===== src/rtl/chr_uart_pkg.sv =====
package chr_uart_pkg;
  localparam int CHAR_W = 8;

  localparam int OFF_DATA = 0;
  localparam int OFF_DIVHI = 4;
  localparam int OFF_FIFO = 8;
  localparam int OFF_LINE = 12;
  localparam int OFF_STAT = 20;
  localparam int OFF_SCR = 28;

  localparam int LINE_DLAB_BIT = 7;
  localparam logic [CHAR_W-1:0] FIFO_LEGAL = 8'h01;

  typedef enum logic [2:0] {
    SEL_NONE, SEL_RBR, SEL_DLL, SEL_DLM, SEL_LINE, SEL_STAT, SEL_SCR
  } rdSel_e;

  typedef struct packed {
    logic tick;
    logic illegal;
    logic rbrRd;
    logic statRd;
    logic thrWr;
    logic fifoWr;
    logic lineWr;
    logic scrWr;
    logic dllWr;
    logic dlmWr;
  } strobe_t;
endpackage


===== src/rtl/chr_uart_ctrl.sv =====
module chr_uart_ctrl
  import chr_uart_pkg::*;
#(
  parameter int ADDR_W = 5,
  parameter int DIV_W = 16
) (
  input  logic              clk,
  input  logic              rstN,
  input  logic [ADDR_W-1:0] busAddr,
  input  logic              busRd,
  input  logic              busWr,
  input  logic [CHAR_W-1:0] busWdata,
  input  logic              dlab,
  input  logic              rxReady,
  input  logic              holdEmpty,
  input  logic [DIV_W-1:0]  divisor,
  output strobe_t           stb,
  output rdSel_e            rdSel,
  output logic [DIV_W-1:0]  slotCnt
);
  localparam logic [ADDR_W-1:0] A_DATA = ADDR_W'(OFF_DATA);
  localparam logic [ADDR_W-1:0] A_DIVHI = ADDR_W'(OFF_DIVHI);
  localparam logic [ADDR_W-1:0] A_FIFO = ADDR_W'(OFF_FIFO);
  localparam logic [ADDR_W-1:0] A_LINE = ADDR_W'(OFF_LINE);
  localparam logic [ADDR_W-1:0] A_STAT = ADDR_W'(OFF_STAT);
  localparam logic [ADDR_W-1:0] A_SCR = ADDR_W'(OFF_SCR);

  logic [DIV_W-1:0] lastCnt;
  logic tick;

  // b = divisor, or 1 for a zero divisor; counter runs 0..b-1
  assign lastCnt = (divisor == '0) ? '0 : divisor - DIV_W'(1);
  // >= so that shrinking the divisor never strands the counter
  assign tick = (slotCnt >= lastCnt);

  always_ff @(posedge clk or negedge rstN) begin
    if (!rstN) slotCnt <= '0;
    else if (tick) slotCnt <= '0;
    else slotCnt <= slotCnt + DIV_W'(1);
  end

  always_comb begin
    stb = '0;
    stb.tick = tick;
    rdSel = SEL_NONE;
    if (busRd && busWr) begin
      stb.illegal = 1'b1;
    end else if (busRd) begin
      case (busAddr)
        A_DATA: begin
          if (dlab) rdSel = SEL_DLL;
          else if (rxReady) begin
            rdSel = SEL_RBR;
            stb.rbrRd = 1'b1;
          end else stb.illegal = 1'b1;
        end
        A_DIVHI: begin
          if (dlab) rdSel = SEL_DLM;
          else stb.illegal = 1'b1;
        end
        A_LINE: rdSel = SEL_LINE;
        A_STAT: begin
          rdSel = SEL_STAT;
          stb.statRd = 1'b1;
        end
        A_SCR: rdSel = SEL_SCR;
        default: stb.illegal = 1'b1;
      endcase
    end else if (busWr) begin
      case (busAddr)
        A_DATA: begin
          if (dlab) stb.dllWr = 1'b1;
          else if (holdEmpty) stb.thrWr = 1'b1;
          else stb.illegal = 1'b1;
        end
        A_DIVHI: begin
          if (dlab) stb.dlmWr = 1'b1;
          else stb.illegal = 1'b1;
        end
        A_FIFO: begin
          if (busWdata == FIFO_LEGAL) stb.fifoWr = 1'b1;
          else stb.illegal = 1'b1;
        end
        A_LINE: stb.lineWr = 1'b1;
        A_SCR: stb.scrWr = 1'b1;
        default: stb.illegal = 1'b1;
      endcase
    end
  end

  // a slot tick restarts the period
  p_tick_restarts_r3: assert property (@(posedge clk) disable iff (!rstN)
    stb.tick |=> (slotCnt == '0));
endmodule


===== src/rtl/chr_uart_dp.sv =====
module chr_uart_dp
  import chr_uart_pkg::*;
#(
  parameter int DIV_W = 16
) (
  input  logic              clk,
  input  logic              rstN,
  input  strobe_t           stb,
  input  rdSel_e            rdSel,
  input  logic [CHAR_W-1:0] busWdata,
  input  logic              rxValid,
  input  logic [CHAR_W-1:0] rxByte,
  input  logic [DIV_W-1:0]  slotCnt,
  output logic              dlab,
  output logic              rxReady,
  output logic              holdEmpty,
  output logic [DIV_W-1:0]  divisor,
  output logic [CHAR_W-1:0] busRdata,
  output logic              busErr,
  output logic              txValid,
  output logic [CHAR_W-1:0] txByte
);
  logic [CHAR_W-1:0] rbr, thr, scr, dll, dlm, lineReg;
  logic ovr, txEmpty;
  logic [CHAR_W-1:0] rbrN, thrN, txbN;
  logic rdrN, ovrN, hempN, tempN, txvN;
  logic [CHAR_W-1:0] statVal;

  assign dlab = lineReg[LINE_DLAB_BIT];
  assign divisor = {dlm, dll};

  always_comb begin
    statVal = '0;
    statVal[0] = rxReady;
    statVal[1] = ovr;
    statVal[5] = holdEmpty;
    statVal[6] = txEmpty;
  end

  // bus access first, then the slot action of the same clock
  always_comb begin
    rdrN = rxReady;
    ovrN = ovr;
    hempN = holdEmpty;
    tempN = txEmpty;
    thrN = thr;
    rbrN = rbr;
    txvN = 1'b0;
    txbN = txByte;
    if (stb.rbrRd) rdrN = 1'b0;
    if (stb.statRd) ovrN = 1'b0;
    if (stb.thrWr) begin
      thrN = busWdata;
      hempN = 1'b0;
      tempN = 1'b0;
    end
    if (stb.fifoWr) begin
      rdrN = 1'b0;
      ovrN = 1'b0;
      hempN = 1'b1;
      tempN = 1'b1;
    end
    if (stb.tick) begin
      if (!hempN) begin
        txvN = 1'b1;
        txbN = thrN;
        hempN = 1'b1;
        tempN = 1'b1;
      end
      if (rxValid) begin
        if (rdrN) ovrN = 1'b1;
        rbrN = rxByte;
        rdrN = 1'b1;
      end
    end
  end

  always_ff @(posedge clk or negedge rstN) begin
    if (!rstN) begin
      rbr <= '0;
      thr <= '0;
      scr <= '0;
      dll <= '0;
      dlm <= '0;
      lineReg <= '0;
      rxReady <= 1'b0;
      ovr <= 1'b0;
      holdEmpty <= 1'b1;
      txEmpty <= 1'b1;
      busErr <= 1'b0;
      txValid <= 1'b0;
      txByte <= '0;
    end else begin
      rbr <= rbrN;
      thr <= thrN;
      rxReady <= rdrN;
      ovr <= ovrN;
      holdEmpty <= hempN;
      txEmpty <= tempN;
      txValid <= txvN;
      txByte <= txbN;
      if (stb.illegal) busErr <= 1'b1;
      if (stb.scrWr) scr <= busWdata;
      if (stb.dllWr) dll <= busWdata;
      if (stb.dlmWr) dlm <= busWdata;
      if (stb.lineWr) lineReg <= busWdata;
    end
  end

  always_comb begin
    case (rdSel)
      SEL_RBR: busRdata = rbr;
      SEL_DLL: busRdata = dll;
      SEL_DLM: busRdata = dlm;
      SEL_LINE: busRdata = lineReg;
      SEL_STAT: busRdata = statVal;
      SEL_SCR: busRdata = scr;
      default: busRdata = '0;
    endcase
  end

  // flag consistency
  p_temt_hemp_r10: assert property (@(posedge clk) disable iff (!rstN)
    txEmpty |-> holdEmpty);
  p_cnt0_hemp_r10: assert property (@(posedge clk) disable iff (!rstN)
    (slotCnt == '0) |-> holdEmpty);
  // error flag is sticky
  p_err_sticky_r8: assert property (@(posedge clk) disable iff (!rstN)
    busErr |=> busErr);
  // a transmit pulse follows a tick
  p_tx_on_tick_r4: assert property (@(posedge clk) disable iff (!rstN)
    txValid |-> $past(stb.tick));
  // data-ready only rises from a slot tick
  p_rx_on_tick_r5: assert property (@(posedge clk) disable iff (!rstN)
    $rose(rxReady) |-> $past(stb.tick && rxValid));
  // overrun only rises from an arrival on a tick
  p_ovr_on_tick_r6: assert property (@(posedge clk) disable iff (!rstN)
    $rose(ovr) |-> $past(stb.tick && rxValid));
endmodule


===== src/rtl/chr_uart.sv =====
module chr_uart
  import chr_uart_pkg::*;
#(
  parameter int ADDR_W = 5
) (
  input  logic              clk,
  input  logic              rstN,
  input  logic [ADDR_W-1:0] busAddr,
  input  logic [7:0]        busWdata,
  input  logic              busRd,
  input  logic              busWr,
  output logic [7:0]        busRdata,
  output logic              busErr,
  input  logic              rxValid,
  input  logic [7:0]        rxByte,
  output logic              txValid,
  output logic [7:0]        txByte
);
  localparam int DIV_W = 2 * CHAR_W;

  strobe_t stb;
  rdSel_e rdSel;
  logic [DIV_W-1:0] slotCnt, divisor;
  logic dlab, rxReady, holdEmpty;

  chr_uart_ctrl #(.ADDR_W(ADDR_W), .DIV_W(DIV_W)) uCtrl (
    .clk(clk), .rstN(rstN), .busAddr(busAddr), .busRd(busRd), .busWr(busWr),
    .busWdata(busWdata), .dlab(dlab), .rxReady(rxReady), .holdEmpty(holdEmpty),
    .divisor(divisor), .stb(stb), .rdSel(rdSel), .slotCnt(slotCnt)
  );

  chr_uart_dp #(.DIV_W(DIV_W)) uDp (
    .clk(clk), .rstN(rstN), .stb(stb), .rdSel(rdSel), .busWdata(busWdata),
    .rxValid(rxValid), .rxByte(rxByte), .slotCnt(slotCnt), .dlab(dlab),
    .rxReady(rxReady), .holdEmpty(holdEmpty), .divisor(divisor),
    .busRdata(busRdata), .busErr(busErr), .txValid(txValid), .txByte(txByte)
  );
endmodule


===== config.mk =====
export PLATFORM = sky130hd
export DESIGN_NAME = chr_uart
export DESIGN_NICKNAME = d
export VERILOG_FILES = /design/src/rtl/chr_uart_pkg.sv /design/src/rtl/chr_uart_ctrl.sv /design/src/rtl/chr_uart_dp.sv /design/src/rtl/chr_uart.sv
export SDC_FILE = /design/constraint.sdc
export NUM_CORES = 1
export LEC_CHECK = 0
export ABC_AREA = 1
export BUFFER_PORTS_ARGS = -buffer_cell sky130_fd_sc_hd__buf_2
export CAP_MARGIN = 40
export CORE_ASPECT_RATIO = 0.6
export CORE_MARGIN = 4
export CORE_UTILIZATION = 54
export CTS_CLUSTER_SIZE = 24
export DETAILED_ROUTE_END_ITERATION = 8
export GPL_TIMING_DRIVEN = 0
export HOLD_SLACK_MARGIN = 0.02
export PLACE_DENSITY = 0.76
export SYNTH_ARGS = -nofsm -noshare
export SYNTH_HDL_FRONTEND = slang
export SYNTH_SLANG_ARGS = --single-unit
export TNS_END_PERCENT = 30

===== constraint.sdc =====
create_clock -name clk -period 2.5 [get_ports clk]
set_input_delay 0 -clock clk [delete_from_list [all_inputs] [get_ports clk]]
set_output_delay 0 -clock clk [all_outputs]
set_load 0.1 [all_outputs]

==> summary.txt <==
Layout
  • Syn-to-layout area delta: 30.2%
  • Filler cell count in the final layout: 603
  • Cell area after layout: 0.00612 mm²
  • Util after Layout: 72.1%
  • Antenna cells: 0
  • Layout cells sized above 1: 26.7%
  • Final #Nets: 749
  • Fin cells: 821

Global route
  • Vias in the first global route: 4594
  • Largest net degree at the start of global routing: 49
  • Initial antenna violation count: 0
  • GRT Total Usage: 29.0%
  • GRT overflow: 0
  • First-pass GRT wire length: 23200 µm

Critical path
  • Reg2reg start: uDp.dll[6]
  • Critical path arrival: 3.35 ns
  • R2R Setup Slk: -0.56 ns
  • Critical Path RT: 2.79 ns
  • Crit. End Element: register
  • Startpoint Class: register
  • Terminus of the critical flop-to-flop path: uDp.txByte[6]
  • Worst R2R Path Depth: 17
  • Most Frequent Cell on Critical Path: buf_6
  • CP Launch Point: uDp.dll[6]
  • CP Max Fanout: 5
  • Crit Path Class: register to register
  • CP max stage cell: dfrtp_1
  • CP Cell Sequence: or2_2 > nor2_4 > buf_6 > nand4_1 > xor2_1 > nand2_1 > ha_4 > nand2_2 > inv_2 > nand3_4 > nor3_4 > nand3_2 > nand3_4 > buf_6 > buf_6 > nand3_2 > nand2_1
  • Slowest cell delay on critical path: 0.43 ns

Clock network
  • Clk buf depth: 2
  • Total CTS buffers: 9
  • CTS tree: yes
  • Clock transition at path regs: 0.07 ns
  • Clk Latency, worst-skew pair: 0.35 ns
  • Root buf cell: clkbuf_16
  • H-tree Lvls: 3
  • Clk sink count: 78

Timing
  • Setup Skew: 0.00545 ns
  • PnR worst setup slack: -0.560 ns
  • Max-slew violation count: 0
  • RSZ-0062 raised after global routing: yes
  • Tcrit/Tclk final: 122%
  • Peak Freq: 327 MHz
  • Fin Setup TNS: -18.50 ns
  • Hold slack: 0.0540 ns
  • Final setup viols: 37
  • Minimum clock period: 3.06 ns
  • Tightest Pin Transition: 0.583 ns
  • Rel. slew slack: 61.0%
  • Fin. Hold Viols: 0

Die
  • Core Rows: 26
  • Die Wd: 128 µm
  • Core region area: 0.00849 mm²
  • I/O Pins: 44
  • Die Span Y: 80.3 µm
  • Initial Util: 55.4%
  • Die footprint: 0.0103 mm²

Synthesis
  • EDFF count, synth: 0
  • Cell Area, Synth: 0.00470 mm²
  • Ys flop type: dfrtp_1
  • Top post-synthesis cells by area: dfrtp_1 40%, nand2_1 13%, nand3_1 5.6%, nor2_1 5.3%, ha_1 5.1%
  • FF+latch count, synth: 78
  • Syn_area_per_cell: 7.70 µm²
  • Net Count, Synth: 656
  • Yosys top cell by area: dfrtp_1
  • Sequential element share of the synthesized area: 41.6%
  • Distinct cells, synth: 39
  • Asr flop ratio synth: 100%
  • Share of the synthesized area in the top cell type: 40.4%
  • Post-Syn Instances: 611
  • Yosys synthesis warning count: 0

Min path
  • Hold Path Class: primary input to register
  • Hold Crit Endpoint: uDp.ovr
  • Worst Min Path Start: busAddr[4]
  • Hold path depth: 4

Detailed routing
  • Vias: 4706
  • DR DRC count: 0
  • Drt first pass iters: 5
  • Via/cell ratio: 5.73
  • ANT nets after route: 0
  • Wirelength per Cell: 17.4 µm
  • WL final: 14300 µm
  • Drt first-iter violations: 501

Run
  • Max_cap viols: 0

Placed design
  • DP Wirelength: 9860 µm
  • Cells after DPL: 765
  • Dpl cell area: 0.00514 mm²
  • Placer congestion estimate: 0.946
  • I/O Buffers: 41

Status
  • Failing checks: setup timing
  • Status: finished with violations

Pwr
  • PwrDens: 803 mW/mm²
  • IR drop worst, VDD: 0.711 mV
  • LEAKAGE: 3.10 nW
## power by group
part           total [mW]  switching, mW  internal, mW  leakage (nW)
combinational        1.84           1.14         0.701          1.91
sequential           1.67          0.181          1.49          1.03
clock                1.41          0.608         0.802         0.155
## critical path: cells and delay by family, from the launching register on
kind | cells | cell delay, ns
XOR/XNOR | 1 | 0.19
buffers and inverters | 4 | 0.45
adder cells (fa/ha/maj) | 1 | 0.30
AND/OR/NAND/NOR | 11 | 1.62
flip-flops | 1 | 0.43
## routing by layer
| metal | share of wire, % | vias up | GRT usage [%] | routed length [µm] |
|---|---|---|---|---|
| li1 | - | 2212 | - | - |
| met1 | 45 | 2240 | 40.8 | 6490 |
| met2 | 43 | 229 | 42.8 | 6150 |
| met3 | 10 | 25 | 10.7 | 1470 |
| met4 | 1.5 | 0 | 6.57 | 208 |
| met5 | 0 | - | 0 | 0 |
## worst max-delay path by stage
stage | endpoint | slack [ns] | cells past startpoint
4_1_cts | uDp.rbr[6] | -0.35 | 20
3_3_place_gp | uCtrl.slotCnt[7] | -0.46 | 14
6_report | uDp.txByte[6] | -0.56 | 17
3_5_place_dp | uCtrl.slotCnt[7] | -0.60 | 14
2_1_floorplan | uCtrl.slotCnt[7] | 0.01 | 18
5_1_grt | uDp.rbr[0] | -0.66 | 20
## cell usage after synthesis (all sizes together), types with 6 or more instances
| master | count |
|---|---|
| nand3 | 57 |
| o21ai | 51 |
| nand2 | 164 |
| xor2 | 6 |
| nand4 | 25 |
| inv | 64 |
| nor3 | 17 |
| dfrtp | 76 |
| buf | 10 |
| a21oi | 16 |
| nor2 | 74 |
| ha | 19 |
## layout by cell type, fill, tap and decap left out, types with 5 or more instances in the layout
cell	instances
nor3_1	13
dlygate4sd3_1	11
nand2_2	13
buf_6	12
nor2_4	6
nand3_1	42
or2_2	5
clkbuf_16	9
dfrtp_1	75
nand3_4	5
buf_2	36
nand2_4	7
nand3_2	10
o21ai_0	39
nand4_1	25
xor2_1	6
inv_1	53
ha_1	14
a21oi_1	13
inv_2	11
nor2_1	61
nand2_1	143
o21ai_1	10
buf_4	25
nor2_2	5
## logic make-up after synthesis
| family | count (synthesis) | synth area share (%) |
|---|---|---|
| DFF | 78 | 41.6 |
| xor gates and xnor gates | 9 | 1.68 |
| adders and majority gates | 19 | 5.05 |
| AOI/OAI and AO/OA | 75 | 8.94 |
| and+or+nand+nor | 353 | 36.0 |
| buffers and inverters | 77 | 6.81 |
## flip-flops by register name, indices dropped and copies added, names as in the netlist
name	cells
uDp.lineReg	8
uDp.rbr	8
uDp.txValid	1
uDp.scr	8
uCtrl.slotCnt	16
uDp.rxReady	1
uDp.txEmpty	1
uDp.dll	8
uDp.dlm	8
uDp.txByte	8
uDp.ovr	1
uDp.holdEmpty	1
uDp.thr	8
uDp.busErr	1
## timing repair
item                                    CTS  global route
pin swaps                                25            22
buffers inserted                         24             3
endpoints found under the setup margin   38            45
endpoints found under the hold margin    85             0
gates resized for setup                  52            32
gates cloned                              2             1
hold buffers                             11             0
## area by class of cell
class                      count  area, µm²  share of cell area [%]
clock inverter                 7       87.6                    1.43
sequential                    78       1960                    31.9
tap                          112        140                    2.29
inverter                      64        240                    3.92
clock buffer                   9        225                    3.68
multi-input combinational    457       2740                    44.7
buffer                        12        103                    1.68
timing repair buffer          82        633                    10.3
## per-stage QoR
| stage | total power, mW | worst slack (ns) |
|---|---|---|
| finish | 4.92 | -0.560 |
| global route | 5.17 | -0.662 |
| CTS | 4.79 | -0.349 |
| detailed placement | 3.01 | -0.604 |
| global placement | 2.93 | -0.459 |
| floorplan | 2.63 | 0.0110 |
No activity file was read; power rests on OpenSTA's default activity.
